<file path="src/rtl/spn_pkg.sv">
package spn_pkg;

    typedef enum logic {
        SPN_FWD = 1'b0,
        SPN_INV = 1'b1
    } spn_dir_e;

    function automatic logic [3:0] spn_sbox(input logic [3:0] x);
        logic [3:0] y;
        case (x)
            4'h0: y = 4'hC;
            4'h1: y = 4'h5;
            4'h2: y = 4'h6;
            4'h3: y = 4'hB;
            4'h4: y = 4'h9;
            4'h5: y = 4'h0;
            4'h6: y = 4'hA;
            4'h7: y = 4'hD;
            4'h8: y = 4'h3;
            4'h9: y = 4'hE;
            4'hA: y = 4'hF;
            4'hB: y = 4'h8;
            4'hC: y = 4'h4;
            4'hD: y = 4'h7;
            4'hE: y = 4'h1;
            default: y = 4'h2;
        endcase
        return y;
    endfunction

    function automatic logic [3:0] spn_sbox_inv(input logic [3:0] x);
        logic [3:0] y;
        case (x)
            4'h0: y = 4'h5;
            4'h1: y = 4'hE;
            4'h2: y = 4'hF;
            4'h3: y = 4'h8;
            4'h4: y = 4'hC;
            4'h5: y = 4'h1;
            4'h6: y = 4'h2;
            4'h7: y = 4'hD;
            4'h8: y = 4'hB;
            4'h9: y = 4'h4;
            4'hA: y = 4'h6;
            4'hB: y = 4'h3;
            4'hC: y = 4'h0;
            4'hD: y = 4'h7;
            4'hE: y = 4'h9;
            default: y = 4'hA;
        endcase
        return y;
    endfunction

endpackage

</file>
<file path="src/rtl/spn_sub_layer.sv">
module spn_sub_layer
    import spn_pkg::*;
#(
    parameter int W   = 8,
    parameter bit INV = 1'b0
) (
    input  logic [W-1:0] x_i,
    output logic [W-1:0] y_o
);
    localparam int NNIB = W / 4;
    localparam int TAIL = W - 4 * NNIB;

    for (genvar n = 0; n < NNIB; n++) begin : g_nib
        if (INV) begin : g_inv
            assign y_o[n*4 +: 4] = spn_sbox_inv(x_i[n*4 +: 4]);
            always_comb begin
                // the forward table must undo this nibble
                a_r2_nibble_inv: assert (spn_sbox(y_o[n*4 +: 4]) == x_i[n*4 +: 4]);
            end
        end else begin : g_fwd
            assign y_o[n*4 +: 4] = spn_sbox(x_i[n*4 +: 4]);
            always_comb begin
                // the inverse table must recover the nibble
                a_r2_nibble_fwd: assert (spn_sbox_inv(y_o[n*4 +: 4]) == x_i[n*4 +: 4]);
            end
        end
    end

    if (TAIL > 0) begin : g_tail
        assign y_o[W-1 -: TAIL] = x_i[W-1 -: TAIL];
    end
endmodule

</file>
<file path="src/rtl/spn_flip.sv">
module spn_flip #(
    parameter int W = 8
) (
    input  logic [W-1:0] x_i,
    output logic [W-1:0] y_o
);
    for (genvar i = 0; i < W; i++) begin : g_bit
        assign y_o[i] = x_i[W-1-i];
    end

    always_comb begin
        // reversal moves bits, never creates or drops them
        a_r3_flip_weight: assert ($countones(y_o) == $countones(x_i));
    end
endmodule

</file>
<file path="src/rtl/spn_gather.sv">
module spn_gather #(
    parameter int W   = 8,
    parameter bit INV = 1'b0
) (
    input  logic [W-1:0] x_i,
    output logic [W-1:0] y_o
);
    localparam int HALF = W / 2;
    localparam bit ODD  = (W % 2) != 0;

    for (genvar i = 0; i < HALF; i++) begin : g_pair
        if (INV) begin : g_inv
            assign y_o[2*i]   = x_i[i];
            assign y_o[2*i+1] = x_i[i+HALF];
        end else begin : g_fwd
            assign y_o[i]      = x_i[2*i];
            assign y_o[i+HALF] = x_i[2*i+1];
        end
    end

    if (ODD) begin : g_top
        assign y_o[W-1] = x_i[W-1];
    end

    always_comb begin
        // the gather is a pure bit permutation
        a_r4_gather_weight: assert ($countones(y_o) == $countones(x_i));
    end
endmodule

</file>
<file path="src/rtl/spn_round.sv">
module spn_round #(
    parameter int W   = 8,
    parameter bit INV = 1'b0
) (
    input  logic [W-1:0] st_i,
    input  logic [W-1:0] key_i,
    output logic [W-1:0] st_o
);
    logic [W-1:0] s_a, s_b, s_c;

    if (!INV) begin : g_fwd
        assign s_a = st_i ^ key_i;
        spn_sub_layer #(.W(W), .INV(1'b0)) u_sub  (.x_i(s_a), .y_o(s_b));
        spn_flip      #(.W(W))             u_flip (.x_i(s_b), .y_o(s_c));
        spn_gather    #(.W(W), .INV(1'b0)) u_gth  (.x_i(s_c), .y_o(st_o));
    end else begin : g_inv
        spn_gather    #(.W(W), .INV(1'b1)) u_gth  (.x_i(st_i), .y_o(s_a));
        spn_flip      #(.W(W))             u_flip (.x_i(s_a),  .y_o(s_b));
        spn_sub_layer #(.W(W), .INV(1'b1)) u_sub  (.x_i(s_b),  .y_o(s_c));
        assign st_o = s_c ^ key_i;
    end
endmodule

</file>
<file path="src/rtl/spn_diffuser.sv">
module spn_diffuser
    import spn_pkg::*;
#(
    parameter int DATA_W = 8,
    parameter int ROUNDS = 2
) (
    input  logic [DATA_W-1:0] data_i,
    input  logic [DATA_W-1:0] key_i,
    input  logic              dir_i,
    output logic [DATA_W-1:0] data_o
);
    localparam int NST = ROUNDS + 1;

    spn_dir_e          dir;
    logic [DATA_W-1:0] fwd_st [NST];
    logic [DATA_W-1:0] inv_st [NST];

    assign dir       = spn_dir_e'(dir_i);
    assign fwd_st[0] = data_i;
    assign inv_st[0] = data_i ^ key_i;

    for (genvar r = 0; r < ROUNDS; r++) begin : g_rnd
        spn_round #(.W(DATA_W), .INV(1'b0)) u_fwd (
            .st_i (fwd_st[r]),
            .key_i(key_i),
            .st_o (fwd_st[r+1])
        );
        spn_round #(.W(DATA_W), .INV(1'b1)) u_inv (
            .st_i (inv_st[r]),
            .key_i(key_i),
            .st_o (inv_st[r+1])
        );
    end

    assign data_o = (dir == SPN_INV) ? inv_st[ROUNDS] : (fwd_st[ROUNDS] ^ key_i);
endmodule

</file>
<file path="config.mk">
export PLATFORM = sky130hd
export DESIGN_NAME = spn_diffuser
export DESIGN_NICKNAME = d
export VERILOG_FILES = /design/src/rtl/spn_pkg.sv /design/src/rtl/spn_sub_layer.sv /design/src/rtl/spn_flip.sv /design/src/rtl/spn_gather.sv /design/src/rtl/spn_round.sv /design/src/rtl/spn_diffuser.sv
export SDC_FILE = /design/constraint.sdc
export NUM_CORES = 1
export LEC_CHECK = 0
export BUFFER_PORTS_ARGS = -buffer_cell sky130_fd_sc_hd__buf_2
export CAP_MARGIN = 20
export CORE_UTILIZATION = 60
export DETAILED_ROUTE_END_ITERATION = 8
export GPL_ROUTABILITY_DRIVEN = 1
export PLACE_DENSITY_LB_ADDON = 0.15
export SKIP_LAST_GASP = 1
export SYNTH_ARGS = -nofsm -noshare
export SYNTH_HDL_FRONTEND = slang
export SYNTH_SLANG_ARGS = --single-unit
</file>
<file path="constraint.sdc">
create_clock -name vclk -period 4.7
set_input_delay 0.705 -clock vclk [all_inputs]
set_output_delay 0.705 -clock vclk [all_outputs]
set_load 0.02 [all_outputs]
</file>
==> results of run 1 <==
-- how the worst min path moves through the flow --
stage | end | slack, ns | cells after the start
3_5_place_dp | data_o[5] | 1.80 | 3
5_1_grt | data_o[0] | 1.87 | 3
3_3_place_gp | data_o[5] | 1.81 | 3
2_1_floorplan | data_o[0] | 1.55 | 1
6_report | data_o[0] | 1.83 | 3
4_1_cts | data_o[5] | 1.81 | 3
-- cell type report --
cell class,instances,area (sq um)
fillers,304,988
well taps,46,57.6
inverters,26,97.6
repair buffers,41,245
multi-input cells,239,2080
-- timing repair --
action / 4_1_cts / 5_1_grt
setup endpoints to repair: 0 / 5
buffers inserted: 0 / 2
resized for setup: 0 / 3
-- layout by cell type (no fill, tap or decap), types with 2 or more instances in the layout --
cell type	synthesis	layout
xnor2_2	7	7
ha_1	31	31
xor2_1	8	7
o211ai_1	3	3
a2111oi_2	2	2
o21ai_0	11	11
nand2_1	18	18
a211oi_1	7	7
and3b_1	3	3
xnor2_1	16	15
a2111oi_0	2	2
nand3_1	12	12
inv_1	22	22
nor2b_1	2	2
inv_2	4	4
mux2_2	3	3
a31oi_1	2	2
a311oi_1	2	2
and3_1	4	4
nor3_1	6	6
nor2_1	21	21
a21o_1	3	3
and2_1	2	2
or3_1	5	5
a21oi_1	14	14
xnor2_4	2	3
buf_2	7	25
xor2_2	2	3
a221oi_1	2	2
mux2i_1	9	9
mux4_2	4	4
o21a_1	2	2
nor3b_1	3	3
a211oi_2	2	2
buf_4	2	16
-- per-layer routing --
layer / routed length (um) / vias to the layer above / track usage, %
met5: 0 / - / 0
met4: 36 / 0 / 2.56
met3: 204 / 4 / 0.725
met2: 2460 / 59 / 46.1
met1: 2500 / 977 / 39.3
li1: - / 1072 / -
-- logic make-up after synthesis --
| kind of cell | after synthesis |
|---|---|
| AOI/OAI and AO/OA | 72 |
| xor gates and xnor gates | 37 |
| adders and majority gates | 32 |
| buffers and inverters | 44 |
| muxes | 16 |
| and+or+nand+nor | 82 |
-- cells in the mapped netlist, types with 8 or more instances --
cell type / instances
xnor2_1: 16
o21ai_0: 11
ha_1: 31
nand3_1: 12
a21oi_1: 14
nand2_1: 18
xor2_1: 8
inv_1: 22
mux2i_1: 9
nor2_1: 21
-- stage by stage --
stage	hold slack, ns	setup TNS (ns)	cell area, sq um	utilization (%)
2_1_floorplan	1.55	0	2260	-
3_3_place_gp	1.81	0	2440	70.3
3_5_place_dp	1.80	0	2440	70.3
4_1_cts	1.81	0	2440	70.3
5_1_grt	1.87	-0.0317	2480	71.5
6_report	1.83	0	2480	71.5
-- power groups by stage --
stage | clock network (mW) | registers (mW) | logic, mW
after detailed placement | 0 | 0 | 0.755
after global routing | 0 | 0 | 0.856
after CTS | 0 | 0 | 0.761
after floorplan | 0 | 0 | 0.590
final | 0 | 0 | 0.774
after global placement | 0 | 0 | 0.745
==> metrics, run 1 <==
Final Power 0.774 mW; Remaining DRCs 0; delay-heaviest family, CP adder cells; via count 2,112; ANT nets after route 0; largest net degree at the start of global routing 16; syn_area_per_cell 7.98 sq um; Mapped Cells 283; main combinational cell family by area after synthesis compound AO/OA/AOI/OAI gates; synth unique cells 67; I/O pin cnt 25; Starting Density 65.1%; # hold bufs at CTS 0; grt ovf 0; crit path capture data_o[6]; die area 0.00401 sq mm; fin worst setup slack 0.204 ns; top-area cell type share of the netlist area between 15 and 20%; DPL Wire Length 4080 um; element type at the critical path end primary output; vias in the first global route about 1,900; Pre-antenna DRT Iters 4; wirelength, routed 5200 um; slowest CP cell mux4_2; Slew HR around 52%; fin crit period 4.50 ns; CP Class input port to primary output; crit path max fanout 8; num sequential 0; Worst Hold Class input port to primary output; complex-gate fraction of the synthesized area 25.2%; clkbuf count 0; PD cells a little over 300 mW/mm^2; syn nets about 330; GRT Util Overall 27.2%; Die W 63.3 um; hold wc startpoint key_i[0]; max-slew violations 0; worst path bufs/invs 4; post-synthesis sequential area ratio 0%; post-synthesis simple-gate area fraction 18.1%; Nets roughly 360; Yosys warnings 0; FP Rows 21; Max Freq 0.222 GHz; Register Area 0 sq um; worst-margin pin slew 0.721 ns; Post-Synth XOR/XNOR Area 20.5%; final period utilization 95.7%; Clk pwr share 0%; Crit path depth 13; crit-path cells buf_2, xnor2_4, ha_1, inv_1, mux4_2, xnor2_1, inv_1, ha_1, and3b_1, a2111o_1, a32oi_1, xnor2_1, buf_2; diode count 0; height of the die 63.3 um; switching pwr 0.434 mW; crit path DAT 3.79 ns; first-pass GRT wire length about 9000 um; post-DR wirelength/cell 14.8 um; Placed Cells 350; top post-synthesis cells by area ha_1 17%, xnor2_1 6.2%, xnor2_2 5.0%; sequential share of power 0%; Layout Area Growth over Synthesis 9.87%; Port Buf Inserts 25; Initial DRC Count 152; layout cell share with drive strength beyond 1 24.8%; Hold Fails Final Rpt 0; internal power 0.339 mW; Net Sw Frac 56.1%; status finished, final reports clean; initial antenna violation count 0; GP Congestion about 0.86; CP Launch Type input port; crit path from key_i[5]; synthesized cell area 0.00226 sq mm; final setup fails 0; Adder-Cell Fraction of Synth Area 17.7%; DR vias/cell 6.00; mux contribution to synthesized area 9.48%; Max Cap Viol 0; core footprint around 0.0035 sq mm; Peak VDD IR approximately 0.22 mV; dpl ws 0.0554 ns; Cell Count, Final, Fillers Out 352; Comb pwr share 100.0%; leakage roughly 1.2 nW; Largest stage delay, worst path 0.47 ns; Req. time, crit path between 3 and 4 ns; Synth area leader ha_1
Power figures use the tool's default switching activity.
==> run 2: changes to the inputs <==
- CORE_UTILIZATION: 60 -> 26
==> run 2 against run 1 <==
  * Setup slack worse by 0.031 ns
  * Cell count increased by 22%
  * Non-clock buffer count up 18
  * Maximum frequency fell by 0.69%
  * Via count up 1.7%
  * Critical path depth fell by 2
==> metrics, run 2 (synthesized netlist as in run 1, its figures left out) <==
wirelength, routed 6280 um; Peak VDD IR 0.0648 mV; Starting Density 27.2%; CP Class input port to primary output; final period utilization between 90% and 100%; CP Launch Type input port; layout cell share with drive strength beyond 1 29.9%; max-slew violations 0; first-pass GRT wire length 10,200 um; crit path DAT 3.82 ns; largest net degree at the start of global routing 16; most common cell after layout, fill and taps aside buf_4; final setup fails 0; Req. time, crit path approximately 4 ns; worst-margin pin slew 0.760 ns; vias in the first global route 1,986; post-DR wirelength/cell 14.6 um; initial antenna violation count 0; GP Congestion 0.754; via count 2,148; number of fill cells between 800 and 900; Max Freq roughly 0.22 GHz; Nets 374; Port Buf Inserts 25; Slew HR about half; hold wc startpoint key_i[4]; Largest stage delay, worst path roughly 0.69 ns; commonest cells after routing, fill and taps aside 35 x buf_4, 29 x ha_1, 23 x buf_2; grt ovf 0; Initial DRC Count 56; die area 0.00906 sq mm; num sequential 0; Max Cap Viol 0; GRT Util Overall between 10% and 20%; I/O pin cnt 25; diode count 0; area of the multi-input gates 0.00210 sq mm; crit path max fanout 9; core footprint 0.00830 sq mm; Worst Hold Class input port to primary output; fin util 32.7%; crit-path cells buf_2, xnor2_1, nor2_1, a2111oi_0, a211oi_4, ha_1, a211oi_1, a221oi_1, a2111oi_2, xnor2_1, buf_2; PD cells 308 mW/mm^2; Pre-antenna DRT Iters 4; FP Rows 33; # hold bufs at CTS 0; ANT nets after route 0; Hold Fails Final Rpt 0; DPL Wire Length 5190 um; Register Area 0 sq um; leakage between 1 and 1.5 nW; crit path from data_i[6]; Layout Area Growth over Synthesis 20.3%; fin crit period between 4 and 5 ns; status finished, final reports clean; clkbuf count 0; slowest CP cell a2111oi_0; RSZ-0062 raised after global routing yes; element type at the critical path end primary output; Die W between 90 and 100 um; Remaining DRCs 0; height of the die roughly 95 um; setup TNS 0 ns; DR vias/cell 5.01
run 2: path summary, 6_finish.rpt:
check / endpoint / slack (ns) / cells past startpoint
worst min-delay path: data_o[4] / 1.86 / 3
worst max-delay path: data_o[3] / 0.17 / 11
run 2: metrics by stage:
stage	setup WS, ns	total power [mW]	instance area [sq um]	std cells	hold slack, ns
after global placement	0.0528	0.812	2640	426	1.81
after floorplan	0.0990	0.590	2260	283	1.55
final	0.173	0.837	2720	429	1.86
after CTS	0.0331	0.808	2640	426	1.84
after global routing	-0.0197	0.922	2720	429	1.91
after detailed placement	0.0404	0.804	2640	426	1.84
run 2: power by group:
part,switching [mW],total (mW),internal (mW)
clock network,0,0,0
logic,0.456,0.837,0.380
registers,0,0,0
total,0.456,0.837,0.380
run 2: layout make-up:
| type | instances | share of cell area (%) |
|---|---|---|
| tap | 105 | 4.84 |
| inverter | 26 | 3.59 |
| multi-input combinational | 239 | 77.4 |
| timing repair buffer | 59 | 14.2 |
run 2: worst max-delay path: cells and delay by family:
kind	cells	cell delay (ns)
XOR/XNOR	2	0.80
AO/OA/AOI/OAI	5	1.53
buffers and inverters	2	0.33
AND/OR/NAND/NOR	1	0.07
adder cells (fa/ha/maj)	1	0.38
run 2: timing repair:
item                                    CTS  global route
resized for setup                         0             8
endpoints found under the setup margin    0             3
buffers inserted                          0             3
run 2: per-layer routing:
layer	part of all wire, %	GRT usage [%]	vias up
li1	-	-	1104
met1	52	20.8	1015
met2	46	24.2	27
met3	2.3	0.399	2
met4	0.33	0.631	0
met5	0	0	-
==> run 3: changes to the inputs <==
- ABC_AREA: unset -> 1
==> run 3 against run 2 <==
  * Core utilization decreased by 3.8 points
  * Sequential share of layout area did not move
  * Via count up 28%
  * Hold slack lost 0.070 ns
  * Critical endpoint is now data_o[5]
==> metrics, run 3 <==
RSZ-0062 raised after global routing no; most frequent cells after synthesis 197 x nand2_1, 92 x nand3_1, 31 x ha_1, 29 x inv_1, 26 x nand2_2; setup TNS 0 ns; grt ovf 0; WL met3 approximately 230 um; synth unique cells 25; # hold bufs at CTS 0; Pre-antenna DRT Iters 4; Remaining DRCs 0; via count 2,756; Req. time, crit path 3.99 ns; element type at the critical path end primary output; leakage between 1 and 1.5 nW; Initial DRC Count 98; Setup Buffers After CTS 0; vias in the first global route between 2,000 and 3,000; Layout Area Growth over Synthesis 7.32%; post-synthesis simple-gate area fraction 62.5%; Synth area leader nand2_1; syn_area_per_cell approximately 5.4 sq um; most common cell in the netlist nand2_1; crit path DAT around 3.6 ns; main combinational cell family by area after synthesis simple AND/OR/NAND/NOR gates; Slew HR 62.0%; Max Freq 0.235 GHz; CP most frequent cell nand2_1; synthesized cell area about 0.0024 sq mm; I/O pin cnt 25; crit path from key_i[3]; die area 0.00946 sq mm; diode count 0; syn nets 489; first-pass GRT wire length 12,600 um; wirelength, routed 7310 um; Post-Synth XOR/XNOR Area 2.60%; layout cell share with drive strength beyond 1 16.8%; DR vias/cell roughly 5; top post-synthesis cells by area nand2_1 31%, nand3_1 20%, ha_1 16%; num sequential 0; Port Buf Inserts 25; Yosys warnings 0; core footprint 0.00876 sq mm; FP Rows 34; GRT Util Overall 15.9%; Register Area 0 sq um; DPL Wire Length 6200 um; Peak VDD IR ~0.062 mV; height of the die between 90 and 100 um; Adder-Cell Fraction of Synth Area 16.4%; PD cells between 150 and 200 mW/mm^2; commonest cells after routing, fill and taps aside 197 x nand2_1, 92 x nand3_1, 31 x ha_1; Starting Density roughly 27%; status finished, final reports clean; slowest CP cell ha_1; complex-gate fraction of the synthesized area between 8 and 9%; ANT nets after route 0; Hold Fails Final Rpt 0; crit-path cells buf_2, inv_2, nand2_1, nand2_1, clkinv_1, ha_1, nand2_1, o21ai_0, nand2_1, nand3_1, nand2_1, inv_1, ha_1, inv_1, nand3_1, nand3_1, nand3_1, nand2_1, nand2_1, nand2_1, buf_2; post-CTS sizing 0; final hold slack 1.79 ns; CP Class input port to primary output; initial antenna violation count 0; clkbuf count 0; DR top layer met4; wl on met1 approximately 3400 um; Worst Hold Class input port to primary output; Largest stage delay, worst path about 0.37 ns; Mapped Cells 441; fin crit period ~4.3 ns; worst-margin pin slew 0.570 ns; crit path max fanout 11; top-area cell type share of the netlist area a little under a third; most common cell after layout, fill and taps aside nand2_1; crit path capture data_o[5]; met2 wire length 3560 um; final period utilization about nine tenths; largest net degree at the start of global routing 15; CP Launch Type input port; Nets 507; mux contribution to synthesized area 0%; final setup fails 0; post-synthesis sequential area ratio 0%; max-slew violations 0; Max Cap Viol 0; GP Congestion 0.837; Die W 97.3 um; post-DR wirelength/cell 12.9 um
[run 3: worst max-delay path: cells and delay by family]
family                   cells  cell delay, ns
AND/OR/NAND/NOR             12            1.29
adder cells (fa/ha/maj)      2            0.68
buffers and inverters        6            0.80
AO/OA/AOI/OAI                1            0.08
[run 3: metal layers]
| layer | GRT usage [%] | up-vias |
|---|---|---|
| met5 | 0 | - |
| met3 | 0.791 | 8 |
| met1 | 20.3 | 1249 |
| met4 | 3.96 | 0 |
| met2 | 29.0 | 41 |
| li1 | - | 1458 |
[run 3: power breakdown]
part | switching [mW] | internal, mW
clock network | 0 | 0
logic | 0.321 | 0.157
registers | 0 | 0
total | 0.321 | 0.157
[run 3: area by class of cell]
cell class	instances	area (sq um)
inverters	40	150
repair buffers	26	133
well taps	108	135
multi-input cells	391	2110
fillers	1027	6230
[run 3: logic make-up after synthesis]
group,after synthesis
simple gates,328
buf+inv,50
fa+ha+maj,31
compound gates,28
xor+xnor,4
[run 3: how the worst min path moves through the flow]
stage,startpoint,end,slack (ns),cells after the start
6_report,key_i[3],data_o[3],1.79,4
5_1_grt,key_i[3],data_o[3],1.83,4
4_1_cts,key_i[3],data_o[3],1.80,4
3_5_place_dp,key_i[3],data_o[3],1.80,4
3_3_place_gp,key_i[3],data_o[3],1.78,4
2_1_floorplan,key_i[1],data_o[1],1.58,2
[run 3: per-stage QoR]
step	setup slack (ns)	cells	util (%)	total power [mW]	cell area, sq um
2_1_floorplan	1.25	441	-	0.370	2360
3_3_place_gp	0.533	565	28.9	0.477	2530
3_5_place_dp	0.451	565	28.9	0.479	2530
4_1_cts	0.434	565	28.9	0.481	2530
5_1_grt	0.0456	565	28.9	0.552	2530
6_report	0.437	565	28.9	0.478	2530
